File: config.mk
export PLATFORM = sky130hd
export DESIGN_NAME = mem_port_mux
export DESIGN_NICKNAME = d
export VERILOG_FILES = /design/src/rtl/mpa_pkg.sv /design/src/rtl/mpa_fifo.sv /design/src/rtl/mpa_rr_pick.sv /design/src/rtl/mem_port_mux.sv
export SDC_FILE = /design/constraint.sdc
export NUM_CORES = 1
export LEC_CHECK = 0
export ABC_AREA = 1
export ABC_CLOCK_PERIOD_IN_PS = 3700
export CAP_MARGIN = 20
export CORE_MARGIN = 5
export CORE_UTILIZATION = 53
export DETAILED_ROUTE_END_ITERATION = 8
export PLACE_DENSITY_LB_ADDON = 0.12
export SYNTH_ARGS = -nofsm -noshare
export SYNTH_HDL_FRONTEND = slang
export SYNTH_HIERARCHICAL = 1
export SYNTH_SLANG_ARGS = --single-unit
export TNS_END_PERCENT = 100
File: constraint.sdc
create_clock -name clk -period 3.7 [get_ports clk]
set_input_delay 0.74 -clock clk [delete_from_list [all_inputs] [get_ports clk]]
set_output_delay 0.74 -clock clk [all_outputs]
set_load 0.02 [all_outputs]
File: src/rtl/mpa_pkg.sv
package mpa_pkg;
  typedef enum logic [0:0] {
    ST_ARB   = 1'b0,
    ST_WDATA = 1'b1
  } mpa_state_e;
endpackage

File: src/rtl/mpa_fifo.sv
module mpa_fifo #(
  parameter int W     = 8,
  parameter int DEPTH = 4
) (
  input  logic                         clk,
  input  logic                         rst_n,
  input  logic                         push,
  input  logic [W-1:0]                 din,
  input  logic                         pop,
  output logic [W-1:0]                 dout,
  output logic [$clog2(DEPTH+1)-1:0]   level
);
  localparam int PW = (DEPTH > 1) ? $clog2(DEPTH) : 1;
  localparam int LW = $clog2(DEPTH+1);
  localparam logic [LW-1:0] FULL_LVL = LW'(DEPTH);
  localparam logic [PW-1:0] LAST_IDX = PW'(DEPTH-1);

  logic [W-1:0]  store [DEPTH];
  logic [PW-1:0] wr_q, wr_d, rd_q, rd_d;
  logic [LW-1:0] lvl_q, lvl_d;

  always_comb begin
    wr_d  = wr_q;
    rd_d  = rd_q;
    lvl_d = lvl_q;
    if (push) wr_d = (wr_q == LAST_IDX) ? '0 : wr_q + 1'b1;
    if (pop)  rd_d = (rd_q == LAST_IDX) ? '0 : rd_q + 1'b1;
    if (push && !pop)      lvl_d = lvl_q + 1'b1;
    else if (pop && !push) lvl_d = lvl_q - 1'b1;
  end

  always_ff @(posedge clk or negedge rst_n) begin
    if (!rst_n) begin
      wr_q  <= '0;
      rd_q  <= '0;
      lvl_q <= '0;
    end else begin
      wr_q  <= wr_d;
      rd_q  <= rd_d;
      lvl_q <= lvl_d;
    end
  end

  always_ff @(posedge clk) begin
    if (push) store[wr_q] <= din;
  end

  assign dout  = store[rd_q];
  assign level = lvl_q;

  AST_NO_OVERFLOW: assert property (@(posedge clk) disable iff (!rst_n)
    push |-> (lvl_q != FULL_LVL));
  AST_NO_UNDERFLOW: assert property (@(posedge clk) disable iff (!rst_n)
    pop |-> (lvl_q != '0));
endmodule

File: src/rtl/mpa_rr_pick.sv
module mpa_rr_pick #(
  parameter int N  = 3,
  parameter int IW = 2
) (
  input  logic [N-1:0]  req,
  input  logic [IW-1:0] ptr,
  output logic          any,
  output logic [IW-1:0] idx
);
  always_comb begin
    int c;
    any = 1'b0;
    idx = ptr;
    for (int k = 0; k < N; k++) begin
      c = int'(ptr) + k;
      if (c >= N) c = c - N;
      if (!any && req[c]) begin
        any = 1'b1;
        idx = IW'(c);
      end
    end
  end
endmodule

File: src/rtl/mem_port_mux.sv
module mem_port_mux
  import mpa_pkg::*;
#(
  parameter int NP        = 3,
  parameter int AW        = 24,
  parameter int DW        = 32,
  parameter int BEATS     = 2,
  parameter int CMD_DEPTH = 4,
  parameter int DAT_DEPTH = 8,
  parameter int TAG_DEPTH = 4
) (
  input  logic             clk,
  input  logic             rst_n,
  input  logic [NP-1:0]    cmd_valid,
  output logic [NP-1:0]    cmd_ready,
  input  logic [NP-1:0]    cmd_we,
  input  logic [NP*AW-1:0] cmd_addr,
  input  logic [NP-1:0]    wd_valid,
  output logic [NP-1:0]    wd_ready,
  input  logic [NP*DW-1:0] wd_data,
  output logic [NP-1:0]    rsp_valid,
  output logic [DW-1:0]    rsp_data,
  output logic             rsp_last,
  output logic             mem_cmd_valid,
  input  logic             mem_cmd_ready,
  output logic             mem_cmd_we,
  output logic [AW-1:0]    mem_cmd_addr,
  output logic             mem_wd_valid,
  input  logic             mem_wd_ready,
  output logic [DW-1:0]    mem_wd_data,
  output logic             mem_wd_last,
  input  logic             mem_rd_valid,
  input  logic [DW-1:0]    mem_rd_data,
  input  logic             mem_rd_last
);
  localparam int IW  = (NP > 1) ? $clog2(NP) : 1;
  localparam int CLW = $clog2(CMD_DEPTH+1);
  localparam int DLW = $clog2(DAT_DEPTH+1);
  localparam int TLW = $clog2(TAG_DEPTH+1);
  localparam int BW  = (BEATS > 1) ? $clog2(BEATS) : 1;
  localparam logic [CLW-1:0] CMD_FULL  = CLW'(CMD_DEPTH);
  localparam logic [DLW-1:0] DAT_FULL  = DLW'(DAT_DEPTH);
  localparam logic [TLW-1:0] TAG_FULL  = TLW'(TAG_DEPTH);
  localparam logic [DLW-1:0] BEATS_C   = DLW'(BEATS);
  localparam logic [BW-1:0]  LAST_BEAT = BW'(BEATS-1);
  localparam logic [IW-1:0]  LAST_P    = IW'(NP-1);

  logic [NP-1:0][AW:0]     cmd_head;
  logic [NP-1:0][CLW-1:0]  cmd_lvl;
  logic [NP-1:0][DW-1:0]   dat_head;
  logic [NP-1:0][DLW-1:0]  dat_lvl;
  logic [NP-1:0]           cmd_push, cmd_pop, dat_push, dat_pop, elig;
  logic [IW-1:0]           tag_head;
  logic [TLW-1:0]          tag_lvl;
  logic                    tag_full, tag_empty, tag_push, tag_pop;

  mpa_state_e    st_q, st_d;
  logic [BW-1:0] beat_q, beat_d;
  logic [IW-1:0] wport_q, wport_d, hold_port_q, hold_port_d, ptr_q, ptr_d;
  logic          hold_q, hold_d;
  logic          pick_any, accept;
  logic [IW-1:0] pick_idx, grant;
  logic [DLW-1:0] grant_lvl;

  // Per-master command and write-data queues
  for (genvar p = 0; p < NP; p++) begin : g_port
    assign cmd_ready[p] = (cmd_lvl[p] != CMD_FULL);
    assign wd_ready[p]  = (dat_lvl[p] != DAT_FULL);
    assign cmd_push[p]  = cmd_valid[p] && cmd_ready[p];
    assign dat_push[p]  = wd_valid[p] && wd_ready[p];
    assign cmd_pop[p]   = accept && (grant == IW'(p));
    assign dat_pop[p]   = (st_q == ST_WDATA) && mem_wd_ready && (wport_q == IW'(p));
    assign elig[p]      = (st_q == ST_ARB) && (cmd_lvl[p] != '0) &&
                          (cmd_head[p][AW] ? (dat_lvl[p] >= BEATS_C) : !tag_full);
    assign rsp_valid[p] = mem_rd_valid && !tag_empty && (tag_head == IW'(p));

    mpa_fifo #(.W(AW+1), .DEPTH(CMD_DEPTH)) i_cmd_q (
      .clk(clk), .rst_n(rst_n), .push(cmd_push[p]),
      .din({cmd_we[p], cmd_addr[p*AW +: AW]}), .pop(cmd_pop[p]),
      .dout(cmd_head[p]), .level(cmd_lvl[p]));

    mpa_fifo #(.W(DW), .DEPTH(DAT_DEPTH)) i_dat_q (
      .clk(clk), .rst_n(rst_n), .push(dat_push[p]),
      .din(wd_data[p*DW +: DW]), .pop(dat_pop[p]),
      .dout(dat_head[p]), .level(dat_lvl[p]));
  end

  // In-order read tag queue
  assign tag_full  = (tag_lvl == TAG_FULL);
  assign tag_empty = (tag_lvl == '0);
  assign tag_push  = accept && !mem_cmd_we;
  assign tag_pop   = mem_rd_valid && mem_rd_last && !tag_empty;

  mpa_fifo #(.W(IW), .DEPTH(TAG_DEPTH)) i_tag_q (
    .clk(clk), .rst_n(rst_n), .push(tag_push), .din(grant),
    .pop(tag_pop), .dout(tag_head), .level(tag_lvl));

  mpa_rr_pick #(.N(NP), .IW(IW)) i_pick (
    .req(elig), .ptr(ptr_q), .any(pick_any), .idx(pick_idx));

  assign grant         = hold_q ? hold_port_q : pick_idx;
  assign mem_cmd_valid = (st_q == ST_ARB) && (hold_q || pick_any);
  assign accept        = mem_cmd_valid && mem_cmd_ready;
  assign mem_wd_valid  = (st_q == ST_WDATA);
  assign mem_wd_last   = mem_wd_valid && (beat_q == LAST_BEAT);
  assign rsp_data      = mem_rd_data;
  assign rsp_last      = mem_rd_last;

  always_comb begin
    mem_cmd_we   = 1'b0;
    mem_cmd_addr = '0;
    mem_wd_data  = '0;
    grant_lvl    = '0;
    for (int p = 0; p < NP; p++) begin
      if (grant == IW'(p)) begin
        mem_cmd_we   = cmd_head[p][AW];
        mem_cmd_addr = cmd_head[p][AW-1:0];
        grant_lvl    = dat_lvl[p];
      end
      if (wport_q == IW'(p)) mem_wd_data = dat_head[p];
    end
  end

  // Next-state logic
  always_comb begin
    st_d        = st_q;
    beat_d      = beat_q;
    wport_d     = wport_q;
    ptr_d       = ptr_q;
    hold_d      = mem_cmd_valid && !mem_cmd_ready;
    hold_port_d = hold_d ? grant : hold_port_q;
    case (st_q)
      ST_ARB: begin
        if (accept) begin
          ptr_d = (grant == LAST_P) ? '0 : grant + 1'b1;
          if (mem_cmd_we) begin
            st_d    = ST_WDATA;
            wport_d = grant;
            beat_d  = '0;
          end
        end
      end
      ST_WDATA: begin
        if (mem_wd_ready) begin
          if (beat_q == LAST_BEAT) begin
            st_d   = ST_ARB;
            beat_d = '0;
          end else begin
            beat_d = beat_q + 1'b1;
          end
        end
      end
      default: st_d = ST_ARB;
    endcase
  end

  always_ff @(posedge clk or negedge rst_n) begin
    if (!rst_n) begin
      st_q        <= ST_ARB;
      beat_q      <= '0;
      wport_q     <= '0;
      ptr_q       <= '0;
      hold_q      <= 1'b0;
      hold_port_q <= '0;
    end else begin
      st_q        <= st_d;
      beat_q      <= beat_d;
      wport_q     <= wport_d;
      ptr_q       <= ptr_d;
      hold_q      <= hold_d;
      hold_port_q <= hold_port_d;
    end
  end

  AST_CMD_HOLD: assert property (@(posedge clk) disable iff (!rst_n)
    (mem_cmd_valid && !mem_cmd_ready) |=>
      (mem_cmd_valid && $stable(mem_cmd_addr) && $stable(mem_cmd_we)));
  AST_WR_HAS_DATA: assert property (@(posedge clk) disable iff (!rst_n)
    (mem_cmd_valid && mem_cmd_we) |-> (grant_lvl >= BEATS_C));
  AST_NO_CMD_IN_BURST: assert property (@(posedge clk) disable iff (!rst_n)
    mem_wd_valid |-> !mem_cmd_valid);
  AST_RSP_ONEHOT: assert property (@(posedge clk) disable iff (!rst_n)
    $onehot0(rsp_valid));
  AST_RD_HAS_TAG: assert property (@(posedge clk) disable iff (!rst_n)
    mem_rd_valid |-> !tag_empty);
  AST_TAG_ROOM: assert property (@(posedge clk) disable iff (!rst_n)
    (mem_cmd_valid && !mem_cmd_we) |-> !tag_full);
endmodule

After elaboration in Yosys (flattened, before gate mapping)
Memories as Yosys holds them, arrays and structs flattened.
Index checks and enable logic that the tools add are counted.
Storage, ports and cells
  register bits: 67
  bits in writable memories: 1076
  output and inout port bits: 102
  logic and storage cells: 277
  memories kept: 7
Memories
  g_port[0].i_dat_q.store: words 8, width 32, rd ports 1, clocked after Yosys merged registers in 0, wr ports 1, RTL line mpa_fifo.sv:18  | logic [W-1:0] store [DEPTH];
  g_port[1].i_dat_q.store: words 8, width 32, rd ports 1, clocked after Yosys merged registers in 0, wr ports 1, RTL line mpa_fifo.sv:18
  g_port[2].i_dat_q.store: words 8, width 32, rd ports 1, clocked after Yosys merged registers in 0, wr ports 1, RTL line mpa_fifo.sv:18
  g_port[0].i_cmd_q.store: words 4, width 25, rd ports 1, clocked after Yosys merged registers in 0, wr ports 1, RTL line mpa_fifo.sv:18
  g_port[1].i_cmd_q.store: words 4, width 25, rd ports 1, clocked after Yosys merged registers in 0, wr ports 1, RTL line mpa_fifo.sv:18
  g_port[2].i_cmd_q.store: words 4, width 25, rd ports 1, clocked after Yosys merged registers in 0, wr ports 1, RTL line mpa_fifo.sv:18
  1 more memories
Cells by class
  $add $sub $neg: 35
  magnitude comparators: 9
  equal/unequal tests: 30
  muxes and demuxes: 84
  bitwise gates (word level): 1
  reductions and logical operators: 84
Operator list (count)
  32-bit 2-to-1 mux: 6
  32-bit by 4-bit < comparator with 1-bit output, second input constant: 3
  24-bit 2-to-1 mux: 3
  32-bit by 3-bit greater-or-equal comparator with 1-bit output, second input constant: 2
  32-bit by 3-bit subtractor with 32-bit output, second input constant: 2
  1-bit logical AND: 46
  3-bit 2-to-1 mux: 14
  1-bit 2-to-1 mux: 37
  3-bit by 1-bit adder with 3-bit output, second input constant: 10
  2-bit 2-to-1 mux: 13
  4-bit 2-to-1 mux: 6
  2-bit equality test, second input constant: 11
  3-bit equality test, second input constant: 7
  1-bit logical NOT: 20
  2-bit by 1-bit adder with 2-bit output, second input constant: 9
  2-bit nonzero test: 7
  4-bit by 1-bit adder with 4-bit output, second input constant: 3
  4-bit by 2-bit greater-or-equal comparator with 1-bit output, second input constant: 3
  4-bit != test, second input constant: 3
  3-bit by 1-bit subtractor with 3-bit output, second input constant: 4
  4-bit by 1-bit subtractor with 4-bit output, second input constant: 3
  3-bit != test, second input constant: 3
  3-bit nonzero test: 3
  1-bit binary-select mux with 2-bit select: 3
  other kinds (14): 22

Depth between registers and ports, before layout
  depth in word-level cells: 25
  depth in mapped cells: 31
  mapped depth without buffers: 29

By module
The synthesis kept the hierarchy.
By module, submodules not included
  mpa_fifo at g_port[0].i_dat_q ...: times used 2, cells each 1182, area each 11601.1 um^2, sequential area each 7937.6 um^2
  mpa_fifo at g_port[0].i_cmd_q ...: times used 3, cells each 342, area each 4419.2 um^2, sequential area each 3178.0 um^2
  mpa_fifo at g_port[2].i_dat_q: times used 1, cells each 1182, area each 11598.6 um^2, sequential area each 7937.6 um^2
  mem_port_mux: times used 1, cells each 391, area each 2001.9 um^2, sequential area each 225.2 um^2
  mpa_fifo at i_tag_q: times used 1, cells each 72, area each 728.2 um^2, sequential area each 415.4 um^2
  mpa_rr_pick: times used 1, cells each 53, area each 297.8 um^2, sequential area each 0.0 um^2

Worst setup path before layout
No wires, ideal clock.
  kind: register to register
  from: reg g_port[1].i_cmd_q.rd_q[0]
  to: reg i_tag_q.lvl_q[2], in the netlist i_tag_q/level[2]
  setup time: 0.117 ns
  data arrival time: 3.607 ns
  path slack: -0.024 ns
  stages on the path, launching flop included: 28
  path buffers: 1
  period minus slack after synthesis: 3.724 ns
  cell sequence: dfrtp_1 > inv_2 > clkbuf_1 > nand2_1 > o211ai_1 > nand2_1 > a211oi_1 > inv_1 > nand2_1 > nand3_2 > nand2_2 > nand3_2 > nand2_1 > nor2_1 > nor2_1 > inv_1 > nand2_1 > nand2_4 > nand3_1 > nand3_2 > nor2_1 > ha_1 > inv_1 > fa_1 > nand2_1 > nand3_1 > nand2_1 > nand2_1
RTL lines
  from (decl): RTL line mpa_fifo.sv:19  | logic [PW-1:0] wr_q, wr_d, rd_q, rd_d;
  from (signal assigned): RTL line mpa_fifo.sv:39  | rd_q <= rd_d;
  to (signal assigned): RTL line mpa_fifo.sv:40  | lvl_q <= lvl_d;
  to (decl): RTL line mpa_fifo.sv:20  | logic [LW-1:0] lvl_q, lvl_d;

==> impl_results.md <==
* Area Overhead vs Synth at 18.0%
* Post-DRT Antenna Nets at 0
* GRT met1 Usage at 31.9%
* Antenna violations before repair at 8
* Synth area leaders: edfxtp_1 63%, nand2_1 13%, nor2_1 6.1%
* Initial DRC Count at 2927
* Worst Max-Slew Pin Slew at 900 ps
* HP Class: in -> async
* Htree depth at 3
* Switching share of total power at 39.8%
* Comb power frac at 47.6%
* # DRC at 0
* Clk slew on worst S/H paths at 60 ps
* Final net count at 5679
* First-pass GRT wire length at 185000 microns
* Headroom to the max-slew limit at 40.0%
* PortBufs at 252
* # hold bufs at CTS at 0
* Drt pass-1 iters at 6
* Pins over their slew limit at 0
* Crit Path Category: reg -> out
* Via count at 34077
* Layout cells sized above 1 at 10.1%
* Clock latency on the worst-skew pair at 690 ps
* Routability cong. at 0.808
* Static Leak at 0.0259 uW
* Syn_area_per_cell at 10.0 sq um
* Sequential share of the synthesized area at 66.5%
* Max_cap viols at 0
* Final critical-path required period at 4150 ps
* Die area at 103000 sq um
* Final WL at 124000 microns
* RSZ-0062 raised after global routing: true
* CTS Root Cell: clkbuf_16
* Post-synth top cells: 1810 x nand2_1, 1076 x edfxtp_1, 831 x nor2_1, 638 x inv_1, 154 x o211ai_1
* Failing checks: negative setup slack
* P_int at 32900 uW
* Crit path launch type: flip-flop
* Vias per Instance at 5.03
* Core Region at 95300 sq um
* Post-synth EDFFs at 1076
* Peak supply drop at 0.738 mV
* Fin Clk Skew at 27.5 ps
* Chip height at 320 microns
* Number of global-route vias before repair at 31477
* Fin worst setup slack at -449 ps
* Area leader, netlist: edfxtp_1
* Clk pwr share at 20.9%
* Mapped Area at 51100 sq um
* P_sw at 21800 uW
* Final setup vio count at 25
* Final Hold Viols at 0
* Met2 Use GR at 39.0%
* CP Data Required Time at 2960 ps
* Cts bufs inserted at 115
* Clk buf depth at 3
* WL per Instance at 18.3 microns
* Crit path arrival time at 3410 ps
* Fmax at 241 MHz
* Net count after synthesis at 5358
* Routing usage on met3 at 3.99%
* Total gr overflow at 0
* Seq pwr share at 31.5%
* Initial core utilization at 53.6%
* R2r setup slk at 10 ps
* Ys Warns at 6
* Main synth FF type: edfxtp_1
* Synth Instances at 5088
* PwrDens at 909 nW/um^2
* Post-synthesis cell type count at 33
* GRT busiest layer: met2
* CTS tree: done
* Outcome: finished, violations left
* Share of the synthesized area in the top cell type at 63.2%
* Largest net degree at the start of global routing at 97
* Final hold slack at 98.6 ps
* GRT Util Overall at 23.5%
* Die W at 320 microns
* Tcrit/Tclk final at 112%
* Sum Neg Setup Slack at -10500 ps
* Clock Sinks at 1143
* Post-DP HPWL at 75500 microns
* Worst setup EP type: primary output
* Boundary Pins at 317
* Filler cells at 7427
* Worst-path maximum fanout at 6
* Rows at 113
* Flops & latches, synth at 1143
* Ys async rst share at 5.86%
* Cell with the most instances after synthesis: nand2_1
==> power by group through the flow <==
stage          clock, uW  combinational, uW  sequential [uW]
2_1_floorplan          0              14500            17400
3_3_place_gp           0              22200            17500
3_5_place_dp           0              22500            17600
4_1_cts            11700              24100            17200
5_1_grt            12200              28400            17400
6_report           11500              26100            17200
==> metal layers <==
metal  part of all wire [%]  vias to the layer above  wire length (microns)
met5                 0.0064                        -                      8
met3                    6.6                      204                   8250
met1                     42                    16031                  52100
met4                    3.0                        2                   3730
met2                     49                     1014                  60300
li1                       -                    16826                      -
==> metrics by stage <==
stage          cells  utilization [%]  total power [uW]  cell area, sq um  setup WS (ps)
2_1_floorplan   5088                -             31900             51100           89.6
3_3_place_gp    6507             58.0             39800             55300          -72.6
3_5_place_dp    6507             58.0             40100             55300           -193
4_1_cts         6755             62.6             53000             59600           -455
5_1_grt         6778             63.2             58000             60300           -666
6_report        6780             63.2             54800             60300           -449
==> repair_timing <==
item,in CTS,in global routing
setup buffers,26,12
gates resized for setup,208,129
pin swaps,15,26
endpoints found under the hold margin,0,0
gates cloned,7,7
setup endpoints to repair,59,42
==> registers in the layout, indices dropped and copies added, names as in the netlist, 3 cells and up <==
signal                flops
i_tag_q/level             3
i_tag_q/store             8
g_port.i_cmd_q/rd_q       6
g_port.i_dat_q/wr_q       9
g_port.i_cmd_q/wr_q       6
g_port.i_cmd_q/level      9
g_port.i_dat_q/rd_q       9
g_port.i_dat_q/level     12
g_port.i_cmd_q/store    300
g_port.i_dat_q/store    768
==> critical path: stages, from the launching register on <==
cell and delay (ps):
dfrtp_1 390, inv_2 110, nand2_1 80, o211ai_1 120
nand2_2 140, a211oi_2 200, buf_4 160, inv_2 40
nand2_1 50, nand3_1 80, nand2_1 90, nand3_2 90
nand2_2 90, nor2_2 40, nor2_2 90, inv_1 70
nand2_2 80, nand2_4 80, buf_12 140, nand2_4 80
inv_8 50, clkbuf_16 150, nand2_1 80, nand3_2 90
buf_6 140
==> logic make-up after synthesis <==
family / after synthesis / synth area share (%)
simple gates: 2768 / 20.8
flops: 1143 / 66.5
buf+inv: 898 / 8.14
compound gates: 214 / 2.91
fa+ha+maj: 55 / 1.45
xor+xnor: 10 / 0.171
==> path summary, 6_finish.rpt <==
check,startpoint,to,depth (start not counted)
max,g_port[1].i_cmd_q/rd_q[0],mem_cmd_addr[14],24
min,rst_n,g_port[0].i_dat_q/wr_q[0],1
min reg2reg,i_tag_q/wr_q[0],i_tag_q/wr_q[0],1
max in group asynchronous,rst_n,g_port[2].i_cmd_q/rd_q[0],2
max reg2reg,g_port[1].i_cmd_q/rd_q[0],i_tag_q/level[2],31
min in group clk,i_tag_q/wr_q[0],i_tag_q/wr_q[0],1
==> placed cells by master, fill, tap and decap left out, types with 12 or more instances in the layout <==
cell type,n
buf_12,39
buf_4,136
buf_6,35
bufinv_16,12
clkbuf_1,30
clkbuf_16,123
clkdlybuf4s50_1,193
clkinv_1,22
clkinv_2,22
dfrtp_1,61
dlygate4sd2_1,23
edfxtp_1,1076
ha_1,47
inv_1,630
inv_2,15
nand2_1,1759
nand2_2,42
nand2_4,18
nand3_1,63
nand3_2,27
nor2_1,798
nor2_4,26
o211ai_1,154
o21ai_0,37
==> area by class of cell <==
cell class              instances  area, sq um  share of cell area (%)
diodes                          8         20.0                  0.0332
clock buffers                 150         3090                    5.13
clock inverters                65          648                    1.08
inverters                     651         2470                    4.10
multi-input cells            3047        13600                    22.5
flip-flops and latches       1143        34000                    56.4
well taps                    1265         1580                    2.63
repair buffers                451         4860                    8.07
Note: power is estimated with default switching activity, not from simulation.
